==> src/rtl/pfu_pkg.sv <==
package pfu_pkg;
  localparam int unsigned PORT_W = 8;
  localparam int unsigned LANES  = PORT_W;
  localparam int unsigned ROW_W  = LANES * 8;

  typedef enum logic [2:0] {
    ST_HDR_BLK,
    ST_HDR_CNT,
    ST_RD,
    ST_CAP,
    ST_VEC,
    ST_DATA,
    ST_WR
  } pfu_state_e;
endpackage

==> src/rtl/pfu_lane_iter.sv <==
// Walks set bits of a lane mask from the top lane downwards.
module pfu_lane_iter #(
  parameter int unsigned LANES = 8
) (
  input  logic             clk_i,
  input  logic             rst_ni,
  input  logic             load_i,
  input  logic [LANES-1:0] mask_i,
  input  logic             step_i,
  output logic [LANES-1:0] sel_o,
  output logic             last_o
);
  logic [LANES-1:0] pend_q;
  logic [LANES-1:0] rest;
  logic             found;

  always_comb begin
    sel_o = '0;
    found = 1'b0;
    for (int i = LANES - 1; i >= 0; i--) begin
      if (pend_q[i] && !found) begin
        sel_o[i] = 1'b1;
        found    = 1'b1;
      end
    end
    rest   = pend_q & ~sel_o;
    last_o = (rest == '0);
  end

  always_ff @(posedge clk_i or negedge rst_ni) begin
    if (!rst_ni)     pend_q <= '0;
    else if (load_i) pend_q <= mask_i;
    else if (step_i) pend_q <= rest;
  end
endmodule

==> src/rtl/pfu_row_buf.sv <==
// Eight-lane holding register: whole-row capture, single-lane byte replace.
module pfu_row_buf #(
  parameter int unsigned LANES = 8,
  localparam int unsigned ROW_W = LANES * 8
) (
  input  logic             clk_i,
  input  logic             rst_ni,
  input  logic             cap_i,
  input  logic [ROW_W-1:0] cap_row_i,
  input  logic             put_i,
  input  logic [LANES-1:0] put_sel_i,
  input  logic [7:0]       put_byte_i,
  output logic [ROW_W-1:0] row_o
);
  for (genvar g = 0; g < LANES; g++) begin : g_lane
    logic [7:0] q;
    always_ff @(posedge clk_i or negedge rst_ni) begin
      if (!rst_ni)                     q <= '0;
      else if (cap_i)                  q <= cap_row_i[g*8 +: 8];
      else if (put_i && put_sel_i[g])  q <= put_byte_i;
    end
    assign row_o[g*8 +: 8] = q;
  end
endmodule

==> src/rtl/pfu_walker.sv <==
// Block/row position and remaining block count for one session.
module pfu_walker #(
  parameter int unsigned NUM_BLOCKS = 4,
  parameter int unsigned ROWS       = 56,
  parameter int unsigned ADDR_W     = $clog2(NUM_BLOCKS * ROWS),
  localparam int unsigned RW        = (ROWS > 1) ? $clog2(ROWS) : 1
) (
  input  logic              clk_i,
  input  logic              rst_ni,
  input  logic              load_blk_i,
  input  logic              load_cnt_i,
  input  logic [7:0]        val_i,
  input  logic              adv_i,
  output logic [ADDR_W-1:0] addr_o,
  output logic              last_o
);
  logic [RW-1:0] row_q;
  logic [7:0]    blk_q;
  logic [7:0]    cnt_q;
  logic          row_end;

  assign row_end = (row_q == RW'(ROWS - 1));
  assign last_o  = row_end && (cnt_q == 8'd1);
  assign addr_o  = ADDR_W'(blk_q) * ADDR_W'(ROWS) + ADDR_W'(row_q);

  always_ff @(posedge clk_i or negedge rst_ni) begin
    if (!rst_ni) begin
      row_q <= '0;
      blk_q <= '0;
      cnt_q <= '0;
    end else begin
      if (load_blk_i) begin
        blk_q <= val_i;
        row_q <= '0;
      end
      if (load_cnt_i) cnt_q <= val_i;
      if (adv_i) begin
        if (row_end) begin
          row_q <= '0;
          blk_q <= blk_q + 8'd1;
          cnt_q <= cnt_q - 8'd1;
        end else begin
          row_q <= row_q + RW'(1);
        end
      end
    end
  end
endmodule

==> src/rtl/sparse_row_update_ctrl.sv <==
module sparse_row_update_ctrl #(
  parameter int unsigned NUM_BLOCKS = 4,
  parameter int unsigned ROWS       = 56,
  localparam int unsigned ADDR_W    = $clog2(NUM_BLOCKS * ROWS),
  localparam int unsigned ROW_W     = pfu_pkg::ROW_W
) (
  input  logic              clk_i,
  input  logic              rst_ni,
  input  logic              in_valid_i,
  input  logic [7:0]        in_data_i,
  output logic              in_ready_o,
  output logic              mem_rd_o,
  output logic              mem_wr_o,
  output logic [ADDR_W-1:0] mem_addr_o,
  output logic [ROW_W-1:0]  mem_wdata_o,
  input  logic [ROW_W-1:0]  mem_rdata_i,
  output logic              done_o
);
  import pfu_pkg::*;

  pfu_state_e       state_q, state_d;
  logic             fire;
  logic             load_blk, load_cnt, adv, walk_last;
  logic             it_load, it_step, it_last;
  logic [LANES-1:0] it_sel;
  logic             cap, put;
  logic             done_q, set_done, clr_done;

  assign in_ready_o = (state_q == ST_HDR_BLK) || (state_q == ST_HDR_CNT) ||
                      (state_q == ST_VEC)     || (state_q == ST_DATA);
  assign fire       = in_valid_i && in_ready_o;
  assign mem_rd_o   = (state_q == ST_RD);
  assign mem_wr_o   = (state_q == ST_WR);
  assign done_o     = done_q;

  always_comb begin
    state_d  = state_q;
    load_blk = 1'b0;
    load_cnt = 1'b0;
    adv      = 1'b0;
    it_load  = 1'b0;
    it_step  = 1'b0;
    cap      = 1'b0;
    put      = 1'b0;
    set_done = 1'b0;
    clr_done = 1'b0;
    unique case (state_q)
      ST_HDR_BLK: if (fire) begin
        load_blk = 1'b1;
        clr_done = 1'b1;
        state_d  = ST_HDR_CNT;
      end
      ST_HDR_CNT: if (fire) begin
        if (in_data_i == 8'd0) begin
          set_done = 1'b1;
          state_d  = ST_HDR_BLK;
        end else begin
          load_cnt = 1'b1;
          state_d  = ST_RD;
        end
      end
      ST_RD:  state_d = ST_CAP;
      ST_CAP: begin
        cap     = 1'b1;
        state_d = ST_VEC;
      end
      ST_VEC: if (fire) begin
        if (in_data_i == 8'd0) begin
          adv = 1'b1;
          if (walk_last) begin
            set_done = 1'b1;
            state_d  = ST_HDR_BLK;
          end else begin
            state_d = ST_RD;
          end
        end else begin
          it_load = 1'b1;
          state_d = ST_DATA;
        end
      end
      ST_DATA: if (fire) begin
        put     = 1'b1;
        it_step = 1'b1;
        if (it_last) state_d = ST_WR;
      end
      ST_WR: begin
        adv = 1'b1;
        if (walk_last) begin
          set_done = 1'b1;
          state_d  = ST_HDR_BLK;
        end else begin
          state_d = ST_RD;
        end
      end
      default: state_d = ST_HDR_BLK;
    endcase
  end

  always_ff @(posedge clk_i or negedge rst_ni) begin
    if (!rst_ni) begin
      state_q <= ST_HDR_BLK;
      done_q  <= 1'b0;
    end else begin
      state_q <= state_d;
      if (set_done)      done_q <= 1'b1;
      else if (clr_done) done_q <= 1'b0;
    end
  end

  pfu_walker #(
    .NUM_BLOCKS(NUM_BLOCKS),
    .ROWS      (ROWS),
    .ADDR_W    (ADDR_W)
  ) u_walker (
    .clk_i     (clk_i),
    .rst_ni    (rst_ni),
    .load_blk_i(load_blk),
    .load_cnt_i(load_cnt),
    .val_i     (in_data_i),
    .adv_i     (adv),
    .addr_o    (mem_addr_o),
    .last_o    (walk_last)
  );

  pfu_lane_iter #(.LANES(LANES)) u_iter (
    .clk_i (clk_i),
    .rst_ni(rst_ni),
    .load_i(it_load),
    .mask_i(in_data_i),
    .step_i(it_step),
    .sel_o (it_sel),
    .last_o(it_last)
  );

  pfu_row_buf #(.LANES(LANES)) u_row (
    .clk_i     (clk_i),
    .rst_ni    (rst_ni),
    .cap_i     (cap),
    .cap_row_i (mem_rdata_i),
    .put_i     (put),
    .put_sel_i (it_sel),
    .put_byte_i(in_data_i),
    .row_o     (mem_wdata_o)
  );
endmodule

==> config.mk <==
export PLATFORM = sky130hd
export DESIGN_NAME = sparse_row_update_ctrl
export DESIGN_NICKNAME = d
export VERILOG_FILES = /design/src/rtl/pfu_pkg.sv /design/src/rtl/pfu_lane_iter.sv /design/src/rtl/pfu_row_buf.sv /design/src/rtl/pfu_walker.sv /design/src/rtl/sparse_row_update_ctrl.sv
export SDC_FILE = /design/constraint.sdc
export NUM_CORES = 1
export LEC_CHECK = 0
export ABC_AREA = 1
export BUFFER_PORTS_ARGS = -buffer_cell sky130_fd_sc_hd__buf_2
export CORE_ASPECT_RATIO = 1.1
export CORE_UTILIZATION = 54
export CTS_BUF_LIST = sky130_fd_sc_hd__clkbuf_8
export DETAILED_ROUTE_END_ITERATION = 16
export GPL_TIMING_DRIVEN = 0
export PLACE_DENSITY = 0.8
export SKIP_LAST_GASP = 1
export SLEW_MARGIN = 20
export SYNTH_ARGS = -nofsm -noshare
export SYNTH_HDL_FRONTEND = slang
export SYNTH_SLANG_ARGS = --single-unit
==> constraint.sdc <==
create_clock -name clk_i -period 2.9 [get_ports clk_i]
set_input_delay 0.145 -clock clk_i [delete_from_list [all_inputs] [get_ports clk_i]]
set_output_delay 0.145 -clock clk_i [all_outputs]
set_load 0.02 [all_outputs]
==> metrics.cfg, run 1 <==
[final_layout]
antennaDiodeCount=0
fin_nets=857
drive_above_1_share=0.260
fillers=730
syn_to_final_growth_pct=22.7
fin_area_mm2=0.00614
seq_area_mm2=0.00238
multi_input_area_mm2=0.00224

[detailed_routing]
avgViaCountPerCell=5.38
drc=0
vias=4773
antenna_left=0
first_pass_iters=7
routedWlPerCell_um=15.4
totalWireLength_um=13600
drt-initial-drc-count=284

[logic_synthesis]
synth_area_mm2=0.00500
ys_ff_latch=95
yosysSeqAreaShare=0.475
synth-edff-count=0
synthArstFlopShare=1.00
syn_nets=692
synthTopCellsByCount=nand2_1, dfrtp_1, nor2_1
yosysMostFrequentCell=nand2_1
syn_inst=603
synth.top_cells.by_area=dfrtp_1, nand2_1, o211ai_1, nor2_1, inv_1
ys.flop_type=dfrtp_1
yosys_warnings=0
ys_types=31
synth_top_area_share=0.475
synth.avg_cell_area_um2=8.29
synth_area_leader_cell=dfrtp_1

[clocking]
cts_tree=built
cts_num_sinks=95
clk_latency_ns=0.37
h-tree-depth=3
cts_buffer_depth=2
cts_buffers=9
cts_setup_buffers=0
cts.clk_slew.worst_paths_ns=0.09
cts-root-buf=clkbuf_8

[power_and_ir_drop]
fin_total_pwr_mw=7.06
p_leak_nw=3.02
p_per_area_mw_per_mm2=1150
ir_drop_mv=0.584

[worst_setup_path]
critPathCaptureType=primary output
path_max_fanout=6
rrSetupSlack_ns=1.03
arrival_ns=2.63
rr_startpoint=state_q[1]$_DFFE_PN0P_
rr_worst_depth=6
start_kind=flip-flop
crit_start=u_walker.blk_q[0]$_DFF_PN0_
critical_path_class=reg -> out
required_ns=2.76

[grt]
top_usage_layer=met2
grt_pass1_wl_um=21600
grtUsageMet1=0.369
grt.overflow.total=0
grt_max_degree=71
grt_use_met2=0.483
grt_pass1_vias=4535
met3_usage=0.0560
antenna_found_initial=0
grt_use_total=0.293

[sta]
finalHoldViolCount=0
finClkSkew_ns=0.0148
max_freq_mhz=360
post-route-min-period_ns=2.78
rsz0062_at_grt=false
setup_viol=0
drv_slew=0
relSlewSlack=0.546
finalSetupTns_ns=0
worstMarginPinSlew_ns=0.679
fin_crit_sh=0.957

[min_path]
min_path_type=in -> reg
min-delay-start=mem_rdata_i[30]
whs_path_depth=3

[placement]
place_area_mm2=0.00593
gp_congestion=0.946
hpwlAfterDp_um=10300
port_buffers=150

[floorplan]
ioPinCount=151
design.core.area_mm2=0.00892
fp.dieArea_mm2=0.00965
rows=36
start_util=0.561
fp.dieH_um=103
die_x_um=93.7

[job]
maxCapViolations=0

[status]
status=finished clean

[layout make-up]
cell class                      count  area share
Sequential cell                    95       0.388
Multi-Input combinational cell    421       0.365
Timing Repair Buffer              154       0.133
Inverter                           66      0.0404
Tap cell                          114      0.0232
Buffer                             21      0.0222
Clock buffer                        9      0.0202
Clock inverter                      7     0.00877
[state kept, by name, summed over array words and instances (netlist names)]
signal,flops
done_o,1
state_q,3
u_iter.pend_q,8
u_row.g_lane.q,64
u_walker.blk_q,5
u_walker.cnt_q,8
u_walker.row_q,6
[critical path, cell delays in order (launching register included)]
cell	delay, ns
dfrtp_2	0.47
fa_1	0.50
ha_1	0.30
ha_1	0.33
nand2_1	0.09
inv_1	0.05
o21ai_0	0.21
xor2_1	0.16
buf_2	0.17
[through the flow]
step            util  hold slack, ns  setup WS, ns  cells
2_1_floorplan      -          -0.151         0.576    603
5_1_grt        0.688          0.0124       0.00218    887
3_5_place_dp   0.665          0.0295         0.485    868
6_report       0.688          0.0109         0.125    887
4_1_cts        0.688         0.00295        0.0809    887
3_3_place_gp   0.661           0.379         0.579    867
[per-layer routing]
layer / share of wire / wire length [um]
met3: 0.073 / 998
met4: 0.035 / 474
met2: 0.49 / 6620
met1: 0.41 / 5540
met5: 0 / 0
[cell families (layout without fill, tap and decap cells)]
kind of cell	count (synthesis)	count (layout)	share of synthesized area
AOI/OAI and AO/OA	118	118	0.160
xor gates and xnor gates	17	17	0.0298
adders and majority gates	14	14	0.0410
buffers and inverters	87	257	0.0768
DFF	95	95	0.475
and+or+nand+nor	272	272	0.217
[power breakdown]
part	leakage [nW]	internal, mW	switching [mW]	total (mW)
clock network	0.0944	0.321	0.482	0.803
logic	1.80	1.42	2.45	3.87
registers	1.13	1.94	0.451	2.39
total	3.02	3.68	3.38	7.06
[worst paths after layout]
kind	end
setup / recovery	mem_addr_o[7]
hold / removal	u_row.g_lane[3].q[6]$_DFFE_PN0P_
setup reg to reg	u_walker.row_q[2]$_DFFE_PN0P_
hold reg to reg	u_row.g_lane[2].q[1]$_DFFE_PN0P_
max in group asynchronous	u_row.g_lane[3].q[0]$_DFFE_PN0P_
min in group asynchronous	u_walker.blk_q[0]$_DFF_PN0_
[timing repair]
item                       in CTS  in global routing
hold buffers                    3                  0
hold endpoints to repair       93                  0
setup endpoints to repair       0                  1
gates resized for setup         0                  2
[cell usage in the layout, fill, tap and decap left out]
master	count
nand2_1	172
inv_2	3
nand3_2	1
o22ai_1	4
fa_1	4
o31ai_4	1
nor2_4	1
nor2_1	69
inv_1	63
o21ai_1	1
nor3_2	1
nor3_1	3
nand3_1	19
dfrtp_2	2
buf_16	1
or2_2	1
clkbuf_1	3
buf_6	5
o211ai_1	41
clkinv_2	2
nand4_1	4
clkbuf_8	9
o21ai_4	3
inv_6	3
a31oi_1	33
buf_4	4
o311ai_0	1
xnor2_1	7
dfrtp_1	93
xor2_1	10
clkinv_4	2
dlygate4sd3_1	3
o21ai_2	2
buf_2	159
nand2_2	1
o21ai_0	24
ha_1	10
a21oi_1	8
Note: power is estimated with default switching activity, not from simulation.
==> run 2, diff against run 1 <==
--- a/config.mk
+++ b/config.mk
@@ -7,7 +7,7 @@
 export LEC_CHECK = 0
 export ABC_AREA = 1
 export BUFFER_PORTS_ARGS = -buffer_cell sky130_fd_sc_hd__buf_2
-export CORE_ASPECT_RATIO = 1.1
+export CORE_ASPECT_RATIO = 1.2
 export CORE_UTILIZATION = 54
 export CTS_BUF_LIST = sky130_fd_sc_hd__clkbuf_8
 export DETAILED_ROUTE_END_ITERATION = 16
==> run 2 against run 1 <==
Compared with the run above:
- critical path depth down 1
- register-to-register slack about the same
- worst hold slack worse by 0.0082 ns
- utilization down 0.41 points
- cell count up 0.68%
- die area about the same
- power up 2.5%
- sequential share of layout area down 0.29 points
- largest power group unchanged
- clock-buffer cell count unchanged
==> metrics.cfg, run 2 (same netlist as run 1, synthesis figures left out) <==
[status]
status=finished clean

[clocking]
cts_buffer_depth=2
h-tree-depth=3
cts_num_sinks=95
cts_buffers=9
clk_latency_ns=0.38
cts.clk_slew.worst_paths_ns=0.10
cts-root-buf=clkbuf_8
cts_setup_buffers=0
cts_tree=built

[grt]
grt_use_total=0.301
antenna_found_initial=0
grt_max_degree=77
grt.overflow.total=0
grt_pass1_vias=4787
grt_pass1_wl_um=22800

[final_layout]
drive_above_1_share=0.256
final_common_cell=nand2_1
antennaDiodeCount=0
final_cell_mix=nand2_1, buf_2, dfrtp_1, nor2_1, inv_1
fillers=798
largest_reg_flops=64
stdcell_count=893
top_register=u_row.g_lane.q
fin_util=0.684
multi_input_area_mm2=0.00224
top_regs=u_row.g_lane.q (64), u_iter.pend_q (8), u_walker.cnt_q (8)
seq_area_mm2=0.00238
syn_to_final_growth_pct=23.6
fin_nets=857

[worst_setup_path]
start_kind=flip-flop
critPathCaptureType=primary output
cp_cell_sequence=fa_1 > ha_1 > fa_1 > xnor2_1 > xnor2_1 > xor2_1 > buf_2
critical_path_class=reg -> out
cpPeakStageDelay_ns=0.51
rrSetupSlack_ns=1.03
rr_worst_depth=8
path_max_fanout=6
cp_slowest_cell=fa_1
worstReg2RegEnd=u_row.g_lane[1].q[6]$_DFFE_PN0P_
arrival_ns=2.62
required_ns=2.76
rr_startpoint=u_iter.pend_q[7]$_DFFE_PN0P_

[detailed_routing]
totalWireLength_um=14100
drc=0
antenna_left=0
drt-initial-drc-count=300
vias=4811
routedWlPerCell_um=15.8
avgViaCountPerCell=5.39
first_pass_iters=5

[sta]
relSlewSlack=0.542
drv_slew=0
finalHoldViolCount=0
worstMarginPinSlew_ns=0.684
post-route-min-period_ns=2.77
rsz0062_at_grt=false
fin_ws_ns=0.132
finalSetupTns_ns=0
finClkSkew_ns=0.0111
fin_hold_ws_ns=0.00269
max_freq_mhz=361
fin_crit_sh=0.954
setup_viol=0

[placement]
gp_congestion=0.930
hpwlAfterDp_um=10400
dpl.cell_count=874
port_buffers=150
dpl_worst_slack_ns=0.505

[floorplan]
rows=38
design.core.area_mm2=0.00903
start_util=0.553
fp.dieH_um=107
fp.dieArea_mm2=0.00965
die_x_um=89.8
ioPinCount=151

[power_and_ir_drop]
p_leak_nw=3.03
ir_drop_mv=0.624
p_per_area_mw_per_mm2=1170

[min_path]
holdPathEnd=u_row.g_lane[3].q[6]$_DFFE_PN0P_
whs_path_depth=3
min-delay-start=mem_rdata_i[30]
min_path_type=in -> reg

[job]
maxCapViolations=0

==> run 2: changes by cell type in the layout (fill, tap and decap cells not counted), sizes merged <==
cell,before,now
clkinv,4,0
inv,69,68
bufinv,0,2
clkinvlp,0,3
==> run 2: power by group <==
| group | internal, mW | leakage [nW] | switching [mW] |
|---|---|---|---|
| combinational | 1.42 | 1.80 | 2.47 |
| clock | 0.479 | 0.104 | 0.480 |
| sequential | 1.94 | 1.13 | 0.449 |
| total | 3.84 | 3.03 | 3.40 |
==> run 2: area by class of cell <==
class	instances	area share
clock buffer	9	0.0200
sequential	95	0.385
buffer	21	0.0221
multi-input combinational	421	0.362
timing repair buffer	154	0.132
inverter	66	0.0401
clock inverter	7	0.0146
tap	120	0.0243
==> run 2: worst max-delay path: cells and delay by family, from the launching register on <==
| kind | cells | cell delay (ns) |
|---|---|---|
| xor gates and xnor gates | 3 | 0.50 |
| adders and majority gates | 3 | 1.10 |
| buffers and inverters | 1 | 0.17 |
| DFF | 1 | 0.47 |
==> run 2: how the worst max path moves through the flow <==
stage / cells past startpoint / slack [ns] / endpoint / from
2_1_floorplan: 6 / 0.58 / mem_addr_o[7] / u_walker.blk_q[0]$_DFF_PN0_
3_3_place_gp: 8 / 0.57 / mem_addr_o[7] / u_walker.blk_q[0]$_DFF_PN0_
3_5_place_dp: 7 / 0.51 / mem_addr_o[7] / u_walker.blk_q[0]$_DFF_PN0_
4_1_cts: 7 / 0.09 / mem_addr_o[7] / u_walker.blk_q[2]$_DFF_PN0_
5_1_grt: 7 / 0.02 / mem_addr_o[7] / u_walker.blk_q[0]$_DFF_PN0_
6_report: 7 / 0.13 / mem_addr_o[7] / u_walker.blk_q[0]$_DFF_PN0_
==> run 2: timing repair <==
item                                    4_1_cts  5_1_grt
hold endpoints to repair                     97        0
resized for setup                             0        1
endpoints found under the setup margin        0        1
hold buffers                                  3        0
==> run 2: per-layer routing <==
| metal | global-route usage | part of all wire | vias up | wire length, um |
|---|---|---|---|---|
| li1 | - | - | 2310 | - |
| met3 | 0.0636 | 0.070 | 31 | 983 |
| met5 | 0 | 0 | - | 0 |
| met1 | 0.358 | 0.40 | 2262 | 5630 |
| met2 | 0.534 | 0.51 | 208 | 7210 |
| met4 | 0.116 | 0.019 | 0 | 264 |
==> run 2: through the flow <==
step	total power [mW]	instance area, um2
floorplan	5.03	5000
detailed placement	6.27	5930
finish	7.24	6180
global route	7.74	6180
CTS	7.23	6180
global placement	6.09	5900
==> run 3, diff against run 2 <==
--- a/config.mk
+++ b/config.mk
@@ -12,6 +12,7 @@
 export CTS_BUF_LIST = sky130_fd_sc_hd__clkbuf_8
 export DETAILED_ROUTE_END_ITERATION = 16
 export GPL_TIMING_DRIVEN = 0
+export HOLD_SLACK_MARGIN = 0.06
 export PLACE_DENSITY = 0.8
 export SKIP_LAST_GASP = 1
 export SLEW_MARGIN = 20
==> run 3 against run 2 <==
Compared with the run above:
- critical path depth did not move
- worst hold slack improved by 0.063 ns
- power is 2.5% higher
- cell count grew 7.2%
- die area is the same
- sequential power barely moved
- via count grew 11%
- non-clock buffer count grew 64
- clock power is essentially flat
- clock skew barely moved
- register-to-register slack is essentially flat
- worst setup slack lost 0.0043 ns
==> metrics.cfg, run 3 (same netlist as run 1, synthesis figures left out) <==
[status]
status=finished clean

[clocking]
cts_tree=built
cts_buffers=9
cts-root-buf=clkbuf_8
cts.clk_slew.worst_paths_ns=0.10
clk_latency_ns=0.37
cts_num_sinks=95
cts_buffer_depth=2
h-tree-depth=3

[detailed_routing]
routedWlPerCell_um=16.8
vias=5319
drc=0
antenna_left=0
drt-initial-drc-count=421
avgViaCountPerCell=5.56
totalWireLength_um=16000
first_pass_iters=6

[final_layout]
top_regs=u_row.g_lane.q (64), u_iter.pend_q (8), u_walker.cnt_q (8)
stdcell_count=957
top_register=u_row.g_lane.q
syn_to_final_growth_pct=36.4
largest_reg_flops=64
fin_area_mm2=0.00682
fin_util=0.755
final_common_cell=nand2_1
final_cell_mix=nand2_1, buf_2, dfrtp_1, nor2_1, dlygate4sd3_1
fin_nets=921
drive_above_1_share=0.237
antennaDiodeCount=0
fillers=642

[power_and_ir_drop]
p_sw_frac=0.475
p_per_area_mw_per_mm2=1090
power.share.sequential=0.325
p_sw_mw=3.52
pwr-share-comb=0.546
ir_drop_mv=0.600
p_leak_nw=3.29
p_clk_frac=0.129
p_int_mw=3.90
fin_total_pwr_mw=7.42

[min_path]
min_path_type=in -> reg

[floorplan]
die_x_um=89.8
rows=38
start_util=0.553
fp.dieH_um=107
design.core.area_mm2=0.00903
ioPinCount=151
fp.dieArea_mm2=0.00965

[sta]
setup_viol=0
relSlewSlack=0.541
fin_crit_sh=0.956
max_freq_mhz=361
finalHoldViolCount=0
rsz0062_at_grt=false
post-route-min-period_ns=2.77
drv_slew=0
finalSetupTns_ns=0
finClkSkew_ns=0.0109
worstMarginPinSlew_ns=0.685
fin_ws_ns=0.128
fin_hold_ws_ns=0.0661

[worst_setup_path]
critPathBufInv=1
cp_slowest_cell=fa_1
critPathCaptureType=primary output
critical_path_class=reg -> out
arrival_ns=2.63
required_ns=2.76
path_max_fanout=6
cpPeakStageDelay_ns=0.51
cp_cell_sequence=fa_1 > ha_1 > fa_1 > xnor2_1 > xnor2_1 > xor2_1 > buf_2
critPathTopFamily=adder cells
start_kind=flip-flop

[placement]
dpl.cell_count=874
dpl_worst_slack_ns=0.505
hpwlAfterDp_um=10400
place_area_mm2=0.00593
port_buffers=150
gp_congestion=0.930

[grt]
grt.overflow.total=0
grt_pass1_vias=5412
grt_use_total=0.341
grt_pass1_wl_um=25800
antenna_found_initial=0
grt_max_degree=77

[job]
maxCapViolations=0

==> run 3: worst min-delay path, delay by kind of cell <==
kind            cells  cell delay (ns)
compound gates      1             0.08
simple gates        1             0.08
buf+inv             1             0.10
==> run 3: final cells by class <==
| class | instances | area [um2] | area share |
|---|---|---|---|
| buffer | 21 | 136 | 0.0200 |
| clock buffer | 9 | 124 | 0.0182 |
| clock inverter | 7 | 90.1 | 0.0132 |
| inverter | 66 | 248 | 0.0363 |
| multi-input combinational | 421 | 2240 | 0.328 |
| sequential | 95 | 2380 | 0.349 |
| tap | 120 | 150 | 0.0220 |
| timing repair buffer | 218 | 1460 | 0.213 |
==> run 3: final timing paths <==
kind	to	slack, ns	cells past startpoint	startpoint
max in group asynchronous	u_row.g_lane[2].q[4]$_DFFE_PN0P_	2.09	3	rst_ni
worst min-delay path	u_row.g_lane[7].q[3]$_DFFE_PN0P_	0.07	3	mem_rdata_i[59]
worst min register to register	u_row.g_lane[3].q[1]$_DFFE_PN0P_	0.51	2	u_row.g_lane[3].q[1]$_DFFE_PN0P_
min in group asynchronous	u_row.g_lane[0].q[6]$_DFFE_PN0P_	0.18	2	rst_ni
worst max-delay path	mem_addr_o[7]	0.13	7	u_walker.blk_q[0]$_DFF_PN0_
worst max register to register	u_row.g_lane[0].q[6]$_DFFE_PN0P_	1.03	8	u_iter.pend_q[7]$_DFFE_PN0P_
==> run 3: per-layer routing <==
layer  vias up  GRT usage  share of wire
met1      2524      0.395           0.38
met2       308      0.604           0.51
li1       2436          -              -
met4         0      0.172          0.039
met3        51     0.0664          0.079
met5         -          0              0
==> run 3: power groups by stage <==
stage	Sequential (mW)	Clock, mW	Combinational (mW)
after floorplan	2.87	0	2.16
after global placement	2.36	0	3.73
after detailed placement	2.39	0	3.88
after CTS	2.38	0.964	3.96
after global routing	2.47	1.01	4.40
final	2.41	0.958	4.05
==> run 3: repair_timing <==
| item | in CTS | in global routing |
|---|---|---|
| resized for setup | 0 | 1 |
| hold buffers | 67 | 0 |
| hold endpoints to repair | 161 | 0 |
| setup endpoints to repair | 0 | 1 |
| buffers inserted | 0 | 0 |
